--- src/rtl/psr_pkg.sv ---
package psr_pkg;
  localparam int WORD_W  = 32;
  localparam int FIELD_W = 8;
  localparam int NFIELD  = WORD_W / FIELD_W;
  localparam int MODE_W  = 5;

  localparam int BIT_N = 31;
  localparam int BIT_Z = 30;
  localparam int BIT_C = 29;
  localparam int BIT_V = 28;
  localparam int BIT_Q = 27;
  localparam int BIT_I = 7;
  localparam int BIT_F = 6;
  localparam int BIT_T = 5;

  typedef logic [MODE_W-1:0] mode_t;
  localparam mode_t MODE_USR = 5'b10000;
  localparam mode_t MODE_IRQ = 5'b10010;
  localparam mode_t MODE_SVC = 5'b10011;

  // implemented bits: flags 31:27, control 7:0
  localparam logic [WORD_W-1:0] IMPL_MASK = 32'hF800_00FF;
  localparam logic [WORD_W-1:0] RESET_WORD =
    (WORD_W'(1) << BIT_I) | (WORD_W'(1) << BIT_F) | WORD_W'(MODE_SVC);
endpackage

--- src/rtl/psr_field_merge.sv ---
module psr_field_merge
  import psr_pkg::*;
#(
  parameter int                W     = WORD_W,
  parameter int                FW    = FIELD_W,
  parameter logic [W-1:0]      IMPL  = IMPL_MASK
) (
  input  logic [W-1:0]    old_i,
  input  logic [W-1:0]    wdata_i,
  input  logic [W/FW-1:0] en_i,
  output logic [W-1:0]    new_o
);
  localparam int NF = W / FW;

  for (genvar f = 0; f < NF; f++) begin : g_field
    logic [FW-1:0] keep;
    assign keep = IMPL[f*FW +: FW];
    assign new_o[f*FW +: FW] = en_i[f]
      ? ((wdata_i[f*FW +: FW] & keep) | (old_i[f*FW +: FW] & ~keep))
      : old_i[f*FW +: FW];
  end
endmodule

--- src/rtl/psr_flag_unit.sv ---
module psr_flag_unit (
  input  logic       retire_i,
  input  logic       cond_pass_i,
  input  logic       set_flags_i,
  input  logic [3:0] nzcv_i,
  input  logic       sat_i,
  input  logic [4:0] flags_i,  // N Z C V Q
  output logic [4:0] flags_o
);
  logic go;
  assign go = retire_i & cond_pass_i;

  always_comb begin
    flags_o = flags_i;
    if (go && set_flags_i) flags_o[4:1] = nzcv_i;
    if (go && sat_i)       flags_o[0]   = 1'b1;
  end
endmodule

--- src/rtl/psr_unit.sv ---
module psr_unit
  import psr_pkg::*;
(
  input  logic        clk_i,
  input  logic        rst_ni,
  input  logic        retire_i,
  input  logic        cond_pass_i,
  input  logic        set_flags_i,
  input  logic [3:0]  alu_nzcv_i,
  input  logic        sat_i,
  input  logic        irq_req_i,
  output logic        irq_ack_o,
  input  logic        exc_ret_i,
  input  logic        wr_en_i,
  input  logic        wr_saved_i,
  input  logic [3:0]  wr_field_i,
  input  logic [31:0] wr_data_i,
  input  logic        rd_saved_i,
  output logic [31:0] rd_data_o,
  output logic [31:0] cur_o
);
  logic [WORD_W-1:0] cur_q, cur_d, sav_q, sav_d;
  logic [WORD_W-1:0] cur_wr, sav_wr;
  logic [NFIELD-1:0] cur_en;
  logic [4:0]        flag_nx;
  logic              priv;

  assign priv      = cur_q[MODE_W-1:0] != MODE_USR;
  assign irq_ack_o = irq_req_i & ~cur_q[BIT_I];
  assign cur_en    = wr_field_i & {{(NFIELD-1){1'b1}}, priv};

  psr_field_merge u_cur_merge (
    .old_i(cur_q), .wdata_i(wr_data_i), .en_i(cur_en), .new_o(cur_wr)
  );
  psr_field_merge u_sav_merge (
    .old_i(sav_q), .wdata_i(wr_data_i), .en_i(wr_field_i), .new_o(sav_wr)
  );
  psr_flag_unit u_flags (
    .retire_i(retire_i), .cond_pass_i(cond_pass_i), .set_flags_i(set_flags_i),
    .nzcv_i(alu_nzcv_i), .sat_i(sat_i), .flags_i(cur_q[BIT_N:BIT_Q]),
    .flags_o(flag_nx)
  );

  always_comb begin
    cur_d = cur_q;
    sav_d = sav_q;
    if (irq_ack_o) begin
      sav_d                = cur_q;
      cur_d[MODE_W-1:0]    = MODE_IRQ;
      cur_d[BIT_I]         = 1'b1;
    end else if (exc_ret_i) begin
      if (priv) cur_d = sav_q;
    end else if (wr_en_i) begin
      if (wr_saved_i) begin
        if (priv) sav_d = sav_wr;
      end else begin
        cur_d = cur_wr;
      end
    end else begin
      cur_d[BIT_N:BIT_Q] = flag_nx;
    end
  end

  always_ff @(posedge clk_i or negedge rst_ni) begin
    if (!rst_ni) begin
      cur_q <= RESET_WORD;
      sav_q <= '0;
    end else begin
      cur_q <= cur_d;
      sav_q <= sav_d;
    end
  end

  assign cur_o     = cur_q;
  assign rd_data_o = rd_saved_i ? (priv ? sav_q : '0) : cur_q;

  // assertions
  p_reserved_zero_r2: assert property (@(posedge clk_i) disable iff (!rst_ni)
    ((cur_o & ~IMPL_MASK) == '0) && ((sav_q & ~IMPL_MASK) == '0));

  p_irq_entry_r6: assert property (@(posedge clk_i) disable iff (!rst_ni)
    irq_ack_o |=> (sav_q == $past(cur_o)) && (cur_o[4:0] == MODE_IRQ) && cur_o[BIT_I]
                  && (cur_o[31:8] == $past(cur_o[31:8])));

  p_eret_restore_r7: assert property (@(posedge clk_i) disable iff (!rst_ni)
    (exc_ret_i && !irq_ack_o && cur_o[4:0] != MODE_USR) |=> cur_o == $past(sav_q));

  p_cond_fail_hold_r4: assert property (@(posedge clk_i) disable iff (!rst_ni)
    (!irq_ack_o && !exc_ret_i && !wr_en_i && !(retire_i && cond_pass_i)) |=> $stable(cur_o));

  p_user_saved_hidden_r8: assert property (@(posedge clk_i) disable iff (!rst_ni)
    (rd_saved_i && cur_o[4:0] == MODE_USR) |-> rd_data_o == '0);

  p_user_ctrl_locked_r9: assert property (@(posedge clk_i) disable iff (!rst_ni)
    (cur_o[4:0] == MODE_USR && !irq_ack_o) |=> cur_o[7:0] == $past(cur_o[7:0]));

  p_ack_needs_unmask_r6: assert property (@(posedge clk_i) disable iff (!rst_ni)
    irq_ack_o |-> !cur_o[BIT_I]);
endmodule

--- config.mk ---
export PLATFORM = sky130hd
export DESIGN_NAME = psr_unit
export DESIGN_NICKNAME = d
export VERILOG_FILES = /design/src/rtl/psr_pkg.sv /design/src/rtl/psr_field_merge.sv /design/src/rtl/psr_flag_unit.sv /design/src/rtl/psr_unit.sv
export SDC_FILE = /design/constraint.sdc
export NUM_CORES = 1
export LEC_CHECK = 0
export BUFFER_PORTS_ARGS = -buffer_cell sky130_fd_sc_hd__buf_4
export CORE_AREA = 2 2 93 113
export DETAILED_ROUTE_END_ITERATION = 16
export DIE_AREA = 0 0 95 115
export GPL_ROUTABILITY_DRIVEN = 0
export MAX_ROUTING_LAYER = met4
export PLACE_DENSITY = 0.69
export SLEW_MARGIN = 20
export SYNTH_ARGS = -nofsm -noshare
export SYNTH_HDL_FRONTEND = slang
export SYNTH_HIERARCHICAL = 1
export SYNTH_SLANG_ARGS = --single-unit
--- constraint.sdc ---
create_clock -name clk_i -period 3.4 [get_ports clk_i]
set_input_delay 0.68 -clock clk_i [delete_from_list [all_inputs] [get_ports clk_i]]
set_output_delay 0.68 -clock clk_i [all_outputs]
set_load 0.03 [all_outputs]
==> impl_results.md <==
- Maximum VDD drop: 449 uV
- Netlist Area Pre-Place: 0.00434 mm^2
- Cells along the critical path: nor3b_1 > nand2_1 > buf_4 > nand3_1 > o21ai_0 > buf_4
- Area Overhead vs Synth: 16.7%
- Inserted Clock Buffers: 9
- Slew Limit Fails: 0
- Multi-input gate area: 0.00216 mm^2
- CTS Buffer Depth: 2
- Layout cells sized above 1: 28.8%
- Setup Crit Path Kind: reg2out
- Syn_nets: 533
- Worst-path clk slew: 0.06 ns
- Initial antenna violation count: 0
- Hold Buf Count CTS: 0
- Hold Fails Final Rpt: 0
- Distinct cells, synth: 35
- Clock Latency Late Sink: 0.33 ns
- Arr. time, crit path: 2.32 ns
- Max-Cap Viols: 0
- Top fanout value on the critical path: 23
- Detailed Route WL: 9.92 mm
- CTS Sinks: 64
- Setup TNS: 0 ns
- Syn_area_per_cell: 9.00 um^2
- FF+latch area: 0.00161 mm^2
- Worst slew margin: 45.4%
- TritonRoute pass-1 iters: 4
- Nets: 571
- DIE AREA: 0.0109 mm^2
- DR vias/cell: 5.28
- Min-delay worst type: in2async
- Register area share after synthesis: 37.1%
- Vias: 3438
- Initial DRC Count: 90
- I/O pins: 116
- H-tree levels: 3
- FP Rows: 40
- P per Cell Area: 628 mW/mm^2
- Core area: 0.00986 mm^2
- All-layer global routing usage: 19.7%
- Tcrit/Tclk final: 88.3%
- WL per Instance: 15.2 um
- Final Util: 51.4%
- Fin crit period: 3.00 ns
- TritonCTS clock tree: done
- Most frequent CP cell: buf_4
- Initial cell density of the core: 44.0%
- Final Skew: 0.00753 ns
- Die Y-Extent: 115 um
- First-pass GRT wire length: 16.3 mm
- Largest net degree at the start of global routing: 68
- Mapped Cells: 482
- Vias in the first global route: 3168
- CP Data Required Time: 2.72 ns
- Post-route ant nets: 0
- FILL cells: 927
- Crit-path slowest cell: dfstp_2
- Setup-failing EPs final: 0
- Die width: 95 um
- Cell family with most CP delay: simple AND/OR/NAND/NOR gates
- Critical Path End Type: output port
- Postcts setup bufs: 0
- Buffers on Ports: 94
- GR Overflow Total: 0
- Crit-path max cell delay: 0.58 ns
- Leakage power figure: 0.00227 uW
- Status: completed
- DRC Markers: 0
- Fmax: 333 MHz
- Post-DP HPWL: 6.23 mm
- RSZ-0062 raised after global routing: false
- Yosys Warn Count: 6
- Ant diodes: 0
- Worst-Margin Slew: 0.819 ns
- Synth Register Bits: 64
- Worst path bufs/invs: 2
- Element type at the critical path start: flop
- CTS Root Cell: clkbuf_16
- Cts repair resizes: 0
[per-stage QoR]
stage	cells	hold WS, ns	setup WS (ns)	power, uW	area, um^2
6_report	651	0.445	0.399	3180	5060
5_1_grt	651	0.520	0.320	3360	5060
4_1_cts	651	0.482	0.398	3210	5060
3_5_place_dp	635	0.510	0.800	2350	4790
3_3_place_gp	635	0.496	0.830	2310	4790
2_1_floorplan	482	0.384	0.853	1930	4340
[where the power goes]
group	internal, uW	switching [uW]	leakage, uW	total [uW]
logic	507	698	0.00129	1200
clock network	510	340	0.000128	850
registers	922	205	0.000849	1130
total	1940	1240	0.00227	3180
[sequential cells by signal (all words and copies together), names as in the netlist]
name,flops
cur_o,32
sav_q,32
[final timing paths]
check / start / to / slack [ns] / depth (start not counted)
worst max-delay path: cur_o[4] / rd_data_o[23] / 0.40 / 6
worst min-delay path: rst_ni / cur_o[9] / 0.45 / 1
worst max register to register: cur_o[4] / cur_o[3] / 0.83 / 7
worst min register to register: cur_o[6] / cur_o[6] / 0.52 / 2
max in group asynchronous: rst_ni / cur_o[30] / 2.42 / 1
min in group clk_i: cur_o[6] / cur_o[6] / 0.52 / 2
[cell usage after synthesis (all sizes together)]
library cell,n,area (um^2)
o22a,1,8.76
o221ai,1,15.0
nand3b,2,15.0
mux2i,63,631
o21ai,85,425
dfstp,5,131
a2bb2oi,5,43.8
nand3,44,225
buf,55,404
nand2b,1,6.26
nand4,5,31.3
inv,33,124
and2,1,6.26
a21oi,1,8.76
clkbuf,17,65.1
a31o,1,8.76
nor3b,1,7.51
mux2,30,398
or3b,2,17.5
nor2b,1,6.26
nor2,4,15.0
nand2,55,206
dfrtp,59,1480
a31oi,3,18.8
a211oi,3,22.5
nor3,4,20.0
[area by class of cell]
| class | count | area share, % |
|---|---|---|
| Clock buffer | 11 | 4.79 |
| Timing Repair Buffer | 99 | 14.7 |
| Inverter | 33 | 2.45 |
| Sequential cell | 64 | 31.8 |
| Tap cell | 126 | 3.11 |
| Multi-Input combinational cell | 313 | 42.6 |
| Clock inverter | 5 | 0.642 |
[metal layers]
layer	routed length, um	global-route usage [%]
met5	0	-
met4	176	7.83
met3	429	2.62
met2	4720	30.6
met1	4600	26.0
[cell usage in the layout (no fill, tap or decap), types with 5 or more instances in the layout]
master and count:
buf_4 99, o21ai_0 81, mux2i_1 63, dfrtp_1 59, nand2_1 55, nand3_1 43
inv_1 32, mux2_4 16, mux2_2 10, clkbuf_16 9, nand4_1 5, a2bb2oi_1 5
dfstp_2 5
[logic make-up after synthesis]
| family | after synthesis | share of synthesized area [%] |
|---|---|---|
| AO/OA/AOI/OAI | 100 | 12.7 |
| AND/OR/NAND/NOR | 120 | 12.8 |
| buffers and inverters | 105 | 13.7 |
| flip-flops | 64 | 37.1 |
| multiplexers | 93 | 23.7 |
(Power assumes the default switching activity.)
